--- config.mk ---
export PLATFORM = sky130hd
export DESIGN_NAME = banked_rom_mapper
export DESIGN_NICKNAME = d
export VERILOG_FILES = /design/src/rtl/banked_rom_mapper.sv
export SDC_FILE = /design/constraint.sdc
export NUM_CORES = 1
export LEC_CHECK = 0
export ABC_AREA = 1
export BUFFER_PORTS_ARGS = -buffer_cell sky130_fd_sc_hd__buf_4
export CAP_MARGIN = 20
export CORE_ASPECT_RATIO = 1.4
export CORE_MARGIN = 8
export CORE_UTILIZATION = 50
export CTS_CLUSTER_SIZE = 20
export DETAILED_ROUTE_END_ITERATION = 6
export PLACE_DENSITY = 0.76
export SETUP_SLACK_MARGIN = 0.1
export SYNTH_ARGS = -nofsm -noshare
export SYNTH_HDL_FRONTEND = slang
export SYNTH_SLANG_ARGS = --single-unit
--- constraint.sdc ---
create_clock -name clk -period 1.88 [get_ports clk]
set_input_delay 0.282 -clock clk [delete_from_list [all_inputs] [get_ports clk]]
set_output_delay 0.282 -clock clk [all_outputs]
set_load 0.01 [all_outputs]
--- src/rtl/banked_rom_mapper.sv ---
module banked_rom_mapper (
  input  logic        clk,
  input  logic        rst_n,
  input  logic        cpu_wr,
  input  logic [15:0] cpu_addr,
  input  logic [7:0]  cpu_wdata,
  input  logic [12:0] ppu_addr,
  input  logic        outer_sel,
  input  logic        chr_double,
  input  logic [7:0]  prg_bank_count,
  input  logic        ovr_active,
  input  logic [5:0]  ovr_a000,
  input  logic [5:0]  ovr_c000,
  input  logic [5:0]  ovr_e000,
  output logic [5:0]  prg_bank,
  output logic        wram_sel,
  output logic [8:0]  chr_bank,
  output logic        mirror_h
);
  localparam logic [15:0] DEC_MASK = 16'hE001;

  logic [7:0] sel_q;
  logic [7:0] bank_q [8];
  logic       mir_q;

  logic wr_sel, wr_data, wr_mir;
  assign wr_sel  = cpu_wr && ((cpu_addr & DEC_MASK) == 16'h8000);
  assign wr_data = cpu_wr && ((cpu_addr & DEC_MASK) == 16'h8001);
  assign wr_mir  = cpu_wr && ((cpu_addr & DEC_MASK) == 16'hA000);

  always_ff @(posedge clk) begin
    if (!rst_n) begin
      sel_q     <= 8'd0;
      mir_q     <= 1'b0;
      bank_q[0] <= 8'd0;
      bank_q[1] <= 8'd2;
      bank_q[2] <= 8'd4;
      bank_q[3] <= 8'd5;
      bank_q[4] <= 8'd6;
      bank_q[5] <= 8'd7;
      bank_q[6] <= 8'd0;
      bank_q[7] <= 8'd1;
    end else begin
      if (wr_sel)  sel_q <= cpu_wdata;
      if (wr_data) bank_q[sel_q[2:0]] <= cpu_wdata;
      if (wr_mir)  mir_q <= cpu_wdata[0];
    end
  end

  assign mirror_h = mir_q;
  assign wram_sel = (cpu_addr[15:13] == 3'b011);

  logic [7:0] last_bank, prev_bank, prg_raw;
  logic [5:0] prg_val, outer_hi;
  assign last_bank = prg_bank_count - 8'd1;
  assign prev_bank = prg_bank_count - 8'd2;
  assign outer_hi  = {outer_sel, 5'd0};

  always_comb begin
    case (cpu_addr[14:13])
      2'd0:    prg_raw = sel_q[6] ? prev_bank : bank_q[6];
      2'd1:    prg_raw = bank_q[7];
      2'd2:    prg_raw = sel_q[6] ? bank_q[6] : prev_bank;
      default: prg_raw = last_bank;
    endcase
    prg_val = {outer_sel, prg_raw[4:0]};
    if (ovr_active) begin
      case (cpu_addr[14:13])
        2'd1:    prg_val = ovr_a000 | outer_hi;
        2'd2:    prg_val = ovr_c000 | outer_hi;
        2'd3:    prg_val = ovr_e000 | outer_hi;
        default: prg_val = {outer_sel, prg_raw[4:0]};
      endcase
    end
  end

  assign prg_bank = cpu_addr[15] ? prg_val : 6'd0;

  logic [2:0] chr_slot;
  logic [7:0] chr_low;
  assign chr_slot = ppu_addr[12:10] ^ {sel_q[7], 2'b00};

  always_comb begin
    case (chr_slot)
      3'd0:    chr_low = {bank_q[0][7:1], 1'b0};
      3'd1:    chr_low = {bank_q[0][7:1], 1'b1};
      3'd2:    chr_low = {bank_q[1][7:1], 1'b0};
      3'd3:    chr_low = {bank_q[1][7:1], 1'b1};
      default: chr_low = bank_q[chr_slot - 3'd2];
    endcase
  end

  assign chr_bank = {chr_double ? outer_sel : (ppu_addr[12] == sel_q[7]), chr_low};
endmodule

==> results of run 1 <==
area by class of cell:
| class | count | area (sq um) |
|---|---|---|
| flip-flops and latches | 62 | 1810 |
| multi-input cells | 279 | 1410 |
| fillers | 553 | 2310 |
| clock inverters | 7 | 96.3 |
| inverters | 34 | 133 |
| repair buffers | 73 | 552 |
| clock buffers | 9 | 124 |
| well taps | 74 | 92.6 |
per-layer routing:
metal	vias up	share of wire, %
met2	118	55
li1	1432	-
met3	14	7.4
met5	-	0
met4	0	2.5
met1	1355	35
through the flow:
step	total power, W	cell area (sq um)	hold slack [ps]	instances	worst slack (ps)
floorplan	0.00180	3350	420	386	260
global placement	0.00199	3920	497	521	92.9
detailed placement	0.00200	3920	495	521	65.4
CTS	0.00326	4160	234	537	82.6
global route	0.00337	4220	256	538	34.7
finish	0.00327	4220	238	538	134
cell usage after synthesis (all sizes together):
cell type	n	area, sq um
ha	3	37.5
xnor2	2	17.5
a31oi	1	6.26
edfxtp	56	1680
nand2	101	442
nor2	82	350
nor3	1	5.00
a21oi	16	80.1
clkinv	5	18.8
inv	29	111
buf	5	33.8
dfxtp	6	120
nand4	1	6.26
xor2	2	17.5
clkbuf	6	22.5
nand3	40	213
o211ai	4	30.0
mux2i	1	10.0
o21ai	18	90.1
o31ai	7	52.6
worst paths after layout:
check | startpoint | end | slack, ps | depth (start not counted)
worst max-delay path | sel_q[6] | prg_bank[4] | 130 | 7
worst min-delay path | cpu_wdata[0] | sel_q[0] | 240 | 3
worst max register to register | sel_q[0] | bank_q[5][2] | 350 | 4
worst min register to register | sel_q[1] | sel_q[1] | 500 | 2
state kept, by name, summed over array words and instances, names as in the netlist:
register,count
bank_q,56
sel_q,5
mirror_h,1
logic make-up (layout without fill, tap and decap cells):
| kind of cell | Yosys count | after routing | synth area share [%] |
|---|---|---|---|
| compound gates | 46 | 46 | 7.74 |
| mux | 1 | 1 | 0.299 |
| flops | 62 | 62 | 53.9 |
| fa+ha+maj | 3 | 3 | 1.12 |
| simple gates | 225 | 225 | 30.4 |
| buf+inv | 45 | 123 | 5.57 |
| xor+xnor | 4 | 4 | 1.05 |
power by group through the flow:
stage          logic [W]  clock network, W  registers, W
3_5_place_dp    0.000425                 0       0.00158
4_1_cts         0.000431           0.00128       0.00155
3_3_place_gp    0.000419                 0       0.00158
2_1_floorplan   0.000225                 0       0.00157
5_1_grt         0.000488           0.00133       0.00155
6_report        0.000445           0.00128       0.00155
critical path, cell delays in order (launching register included):
cell	delay, ps
dfxtp_4	400
nand3_2	120
nor2_1	100
nor2_1	50
nand3_1	70
nand2_2	90
a21oi_2	150
buf_4	140
timing repair:
item	in CTS	in global routing
pin swaps	0	1
gates resized for setup	6	15
buffers inserted	0	1
setup endpoints to repair	7	12
==> flow_summary.yaml, run 1 <==
detailed_routing:
  first_iter_violations: 266
  postRouteAntennaNets: 0
  wirelength_microns: 8520
  wl_per_cell_microns: 15.8
  drtPass1Iterations: 4
  vias: 2919
  via_per_inst: 5.43
  route.detailed.drc: 0
sta:
  rsz0062_at_grt: "true"
  fmax_mhz: 573
  setup_viol: 0
  setup-tns-final_ps: 0
  worst_slew_pin_slew_ps: 452
  slew_headroom_pct: 69.8
  slew_viol_final: 0
  final-hold-violation-count: 0
  fin_crit_ps: 1750
  timing.final.crit_share_pct: 92.9
  skew_ps: 10.5
grt:
  grtUsageMet3_pct: 3.77
  grt-ovfl-total: 0
  grt_max_degree: 18
  grt_pass1_vias: 2756
  antenna_found_initial: 0
  grt_util_met1_pct: 17.1
  grt_util_all_layers_pct: 17.7
  grt-busiest-layer: "met2"
  use_met2_pct: 33.8
  grt_first_pass_wirelength_microns: 13200
finish:
  num_antenna_cells: 0
  post-route-util_pct: 64.6
  synthToLayoutAreaGrowth_pct: 26.0
  nNetsFinal: 531
  drive_gt1_share_pct: 26.3
  final_cell_mix: "nand2_1, nor2_1, buf_4"
  layout_commonest_cell: "nand2_1"
worst_setup_path:
  cp_max_fo: 6
  worstPathArrival_ps: 1460
  cp-end-kind: "output port"
  cp-start-kind: "flip-flop"
  required_ps: 1600
  critPathKind: "flip-flop to output port"
power:
  ir_worst_vdd_uv: 395
  combPwrFrac_pct: 13.6
  p_sw_w: 0.000803
  p_seq_share_pct: 47.3
  clockPowerShare_pct: 39.1
  switching_share_pct: 24.6
  p_leak_nw: 1.92
  power_density_nw_per_um2: 775
  intPower_w: 0.00246
clocking:
  worstSkewPairLatency_ps: 340
  numCtsBuffers: 9
  cts.sinks: 62
  cts.clk_slew.worst_paths_ps: 70
  cts_root_buffer: "clkbuf_8"
  hold_buffers: 0
  cts_tree: "built"
  cts.htree.levels: 3
  cts_max_path_buffers: 2
logic_synthesis:
  ys_seq_elements: 62
  ys_seq_area_share_pct: 53.9
  synthCells: 386
  syn_area_per_cell_sq_um: 8.67
  synth_area_sq_um: 3350
  syn_nets: 458
  yosysUniqueCellTypes: 30
  yosysWarnings: 0
job:
  cap_viol_max_count: 0
floorplan:
  die_area_sq_um: 9600
  ios: 86
  rows: 35
  die_y_microns: 113
  die_w_microns: 85.1
  start_util_pct: 51.3
  coreArea_sq_um: 6530
outcome:
  status: "completed"
placed_design:
  gp_congestion: 0.871
  dpl.hpwl_microns: 6450
  port_buffers: 60
hold_path:
  hold_path_class: "primary input to flip-flop"
(Power assumes the default switching activity.)
==> run 2: changes to the inputs <==
Settings changed: PLACE_DENSITY 0.76 to 0.85, REMOVE_ABC_BUFFERS from default to 1.
==> flow_summary.yaml, run 2 (synthesized netlist as in run 1, its figures left out) <==
worst_setup_path:
  required_ps: 1600
  cp_max_fo: 6
  critPathKind: "flip-flop to output port"
  path_cells: "xnor2_4 > buf_6 > inv_8 > a21oi_2 > a31oi_2 > buf_4"
  cp_num_buf_inv: 3
  cpPeakStageDelay_ps: 350
  crit_family: "buffers and inverters"
  cpMaxStageDelayCell: "dfxtp_2"
  worstPathArrival_ps: 1460
  cp-start-kind: "flip-flop"
  cp-end-kind: "output port"
placed_design:
  gp_congestion: 0.871
  port_buffers: 60
  dp_slack_ps: 85.8
  dpl.hpwl_microns: 6090
finish:
  post-route-util_pct: 65.2
  nNetsFinal: 534
  final-seq-area_sq_um: 1810
  final_cell_mix: "nand2_1, nor2_1, buf_4"
  drive_gt1_share_pct: 27.9
  num_antenna_cells: 0
  top_register: "bank_q"
  synthToLayoutAreaGrowth_pct: 27.1
  layout_commonest_cell: "nand2_1"
  multi_input_area_sq_um: 1450
  fillers: 498
  largest_reg_flops: 56
hold_path:
  hold_path_class: "primary input to flip-flop"
detailed_routing:
  route.detailed.drc: 0
  via_per_inst: 5.35
  drtPass1Iterations: 4
  first_iter_violations: 184
  vias: 2890
  wirelength_microns: 8400
  wl_per_cell_microns: 15.6
  postRouteAntennaNets: 0
floorplan:
  die_area_sq_um: 9600
  die_w_microns: 85.1
  ios: 86
  die_y_microns: 113
  rows: 35
  coreArea_sq_um: 6530
  start_util_pct: 51.3
power:
  p_leak_nw: 1.93
  ir_worst_vdd_uv: 751
  p_sw_w: 0.000763
  switching_share_pct: 24.8
  intPower_w: 0.00232
  power_density_nw_per_um2: 725
  combPwrFrac_pct: 15.2
  clockPowerShare_pct: 34.6
  p_seq_share_pct: 50.2
sta:
  timing.final.crit_share_pct: 92.8
  setup-tns-final_ps: 0
  slew_viol_final: 0
  layout_setup_ws_ps: 136
  setup_viol: 0
  slew_headroom_pct: 70.5
  fmax_mhz: 573
  rsz0062_at_grt: "true"
  fin_crit_ps: 1740
  holdWs_ps: 245
  final-hold-violation-count: 0
  worst_slew_pin_slew_ps: 441
  skew_ps: 4.67
grt:
  antenna_found_initial: 0
  grt_util_all_layers_pct: 18.1
  grt_max_degree: 18
  grt_first_pass_wirelength_microns: 13700
  grt-ovfl-total: 0
  grt_pass1_vias: 2979
clocking:
  cts.sinks: 62
  cts.clk_slew.worst_paths_ps: 60
  cts_tree: "built"
  worstSkewPairLatency_ps: 340
  cts_root_buffer: "clkbuf_8"
  numCtsBuffers: 9
  cts_max_path_buffers: 2
  cts.htree.levels: 3
job:
  cap_viol_max_count: 0
outcome:
  status: "completed"
run 2: path summary, 6_finish.rpt:
| path | from | end | slack, ps | cells past startpoint |
|---|---|---|---|---|
| max | sel_q[7] | chr_bank[0] | 140 | 6 |
| min | cpu_wdata[1] | sel_q[1] | 250 | 3 |
| max reg2reg | sel_q[0] | bank_q[1][7] | 380 | 4 |
| min reg2reg | sel_q[1] | sel_q[1] | 540 | 2 |
run 2: what timing repair did:
item,in CTS,in global routing
buffers inserted,1,1
cloned,1,1
hold buffers,0,0
pin swaps,1,1
gates resized for setup,10,26
endpoints found under the setup margin,14,13
run 2: final cells by class:
class	count	area share (%)
Clock inverter	6	1.27
Clock buffer	9	2.91
Timing Repair Buffer	74	13.3
Inverter	34	3.27
Multi-Input combinational cell	279	34.2
Tap cell	74	2.18
Timing Repair inverter	2	0.382
Sequential cell	62	42.5
run 2: worst reg2reg max path: cells and delay by family, from the launching register on:
kind,cells,cell delay (ps)
simple gates,3,600
buf+inv,1,150
flops,1,430
run 2: per-layer routing:
layer  vias up  GRT usage, %  share of wire [%]
met5         -             0                  0
met2       106          33.9                 55
met3        14          5.08                7.1
met4         0          8.47                1.8
met1      1331          17.6                 36
li1       1439             -                  -
run 2: power by group through the flow:
| stage | clock (W) | combinational [W] | sequential [W] |
|---|---|---|---|
| after global placement | 0 | 0.000412 | 0.00158 |
| after floorplan | 0 | 0.000202 | 0.00157 |
| final | 0.00107 | 0.000468 | 0.00155 |
| after CTS | 0.00107 | 0.000436 | 0.00155 |
| after detailed placement | 0 | 0.000421 | 0.00158 |
| after global routing | 0.00114 | 0.000513 | 0.00155 |
run 2: metrics by stage:
step                      cell area, sq um  instances  power [W]
after CTS                             4140        538    0.00306
after global placement                3920        521    0.00199
after global routing                  4250        540    0.00320
after floorplan                       3290        375    0.00178
final                                 4250        540    0.00308
after detailed placement              3920        521    0.00200
==> run 3: changes to the inputs <==
Settings changed: ABC_AREA 1 to default.
==> flow_summary.yaml, run 3 <==
outcome:
  status: "complete, but fails checks"
  violations: "setup timing"
grt:
  antenna_found_initial: 0
  grt_pass1_vias: 2865
  grt-ovfl-total: 0
  grt_util_all_layers_pct: 18.0
  grt_max_degree: 21
  grt_first_pass_wirelength_microns: 13500
finish:
  largest_reg_flops: 56
  nNetsFinal: 478
  synthToLayoutAreaGrowth_pct: 33.5
  drive_gt1_share_pct: 38.7
  multi_input_area_sq_um: 1540
  fillers: 443
  final_cell_mix: "buf_4, edfxtp_1, nor2_1"
  layout_commonest_cell: "buf_4"
  top_register: "bank_q"
  num_antenna_cells: 0
  final-seq-area_sq_um: 1810
detailed_routing:
  route.detailed.drc: 0
  vias: 2855
  drtPass1Iterations: 6
  via_per_inst: 5.89
  postRouteAntennaNets: 0
  wl_per_cell_microns: 18.2
  wirelength_microns: 8850
  first_iter_violations: 270
sta:
  slew_viol_final: 0
  layout_setup_ws_ps: -220
  skew_ps: 5.68
  final-hold-violation-count: 0
  rsz0062_at_grt: "true"
  worst_slew_pin_slew_ps: 555
  timing.final.crit_share_pct: 112
  setup_viol: 4
  fin_crit_ps: 2100
  fmax_mhz: 476
  holdWs_ps: 200
  slew_headroom_pct: 62.7
floorplan:
  start_util_pct: 51.3
  die_area_sq_um: 9650
  coreArea_sq_um: 6570
  die_w_microns: 85.4
  die_y_microns: 113
  rows: 35
  ios: 86
logic_synthesis:
  syn_area_per_cell_sq_um: 10.9
  yosysTopAreaCellShare_pct: 49.9
  ys_seq_elements: 62
  synthCells: 310
  ys_seq_area_share_pct: 53.5
  synth.area.top_cells: "edfxtp_1, mux2i_1, nor2_1"
  synth_area_sq_um: 3370
  yosys-top-cells-count: "edfxtp_1, nor2_1, nand2_1"
  synth_edf_count: 56
  yosysWarnings: 0
  yosysMostFrequentCell: "edfxtp_1"
  yosysUniqueCellTypes: 46
  yosysTopAreaCell: "edfxtp_1"
  synth_flop_cell: "edfxtp_1"
  async_flop_share_pct: 0
worst_setup_path:
  worstPathArrival_ps: 1820
  cp-start-kind: "flip-flop"
  cpMaxStageDelayCell: "dfxtp_4"
  cp-end-kind: "output port"
  required_ps: 1600
  cpPeakStageDelay_ps: 380
  critPathKind: "flip-flop to output port"
  cp_max_fo: 6
  path_cells: "nor2b_4 > o311a_1 > a221o_1 > a221oi_2 > buf_4"
clocking:
  cts_max_path_buffers: 2
  hold_buffers: 0
  cts.clk_slew.worst_paths_ps: 60
  cts_root_buffer: "clkbuf_8"
  cts.sinks: 62
  worstSkewPairLatency_ps: 340
  cts_tree: "built"
  cts.htree.levels: 3
  numCtsBuffers: 9
power:
  power_w: 0.00313
  power_density_nw_per_um2: 696
  p_leak_nw: 1.77
  ir_worst_vdd_uv: 468
hold_path:
  hold_path_class: "primary input to flip-flop"
placed_design:
  dpl.hpwl_microns: 6100
  port_buffers: 60
  gp_congestion: 0.900
  dp_slack_ps: -280
job:
  cap_viol_max_count: 0
==> run 3: cell types whose count changed in the layout (fill, tap and decap cells not counted), moves of 10 or more <==
cell / previous run / this run
nand2_1: 91 / 32
nor2_1: 76 / 46
a21oi_1: 14 / 4
inv_1: 22 / 5
mux2i_1: 1 / 20
nand3_1: 37 / 5
buf_4: 71 / 101
==> run 3: final cells by class <==
| type | count | share of cell area, % |
|---|---|---|
| multi-input combinational | 218 | 34.3 |
| sequential | 62 | 40.2 |
| tap | 74 | 2.06 |
| timing repair buffer | 108 | 18.8 |
| clock buffer | 10 | 2.84 |
| inverter | 7 | 0.584 |
| clock inverter | 6 | 1.17 |
==> run 3: critical path: cells and delay by family, from the launching register on <==
kind                   cells  cell delay, ps
flip-flops                 1             380
buffers and inverters      1             160
AO/OA/AOI/OAI              3             810
AND/OR/NAND/NOR            1             130
==> run 3: power breakdown <==
| group | switching [W] | total, W | internal (W) |
|---|---|---|---|
| logic | 0.000238 | 0.000494 | 0.000256 |
| registers | 0.0000138 | 0.00154 | 0.00153 |
| clock network | 0.000493 | 0.00109 | 0.000596 |
==> run 3: through the flow <==
stage	TNS [ps]	instance area [sq um]	util (%)	std cells
5_1_grt	-910	4500	68.4	485
4_1_cts	-740	4450	67.7	485
6_report	-628	4500	68.4	485
3_5_place_dp	-4930	4140	63.0	465
3_3_place_gp	-1610	4140	63.0	465
2_1_floorplan	-13840	3270	-	287
==> run 3: routing by layer <==
| layer | global-route usage, % | up-vias | part of all wire, % |
|---|---|---|---|
| met4 | 8.45 | 0 | 2.5 |
| met2 | 31.2 | 139 | 52 |
| li1 | - | 1316 | - |
| met1 | 19.6 | 1372 | 38 |
| met3 | 5.22 | 28 | 7.7 |
| met5 | 0 | - | 0 |
==> run 3: repair_timing <==
action	in CTS	in global routing
endpoints found under the hold margin	0	0
setup buffers	4	1
gates resized for setup	22	19
pin swaps	8	12
setup endpoints to repair	8	15
==> run 3: final timing paths <==
check	from	end	slack [ps]	cells after the start
worst max-delay path	sel_q[6]	prg_bank[2]	-220	5
worst max register to register	sel_q[1]	bank_q[1][5]	290	3
worst min-delay path	rst_n	sel_q[0]	200	2
worst min register to register	mirror_h	mirror_h	540	2
==> run 3: cells by family after synthesis <==
group | share of synthesized area [%]
buffers and inverters | 3.75
and+or+nand+nor | 18.2
muxes | 12.3
DFF | 53.5
AOI/OAI and AO/OA | 9.29
xor gates and xnor gates | 1.82
adders and majority gates | 1.11
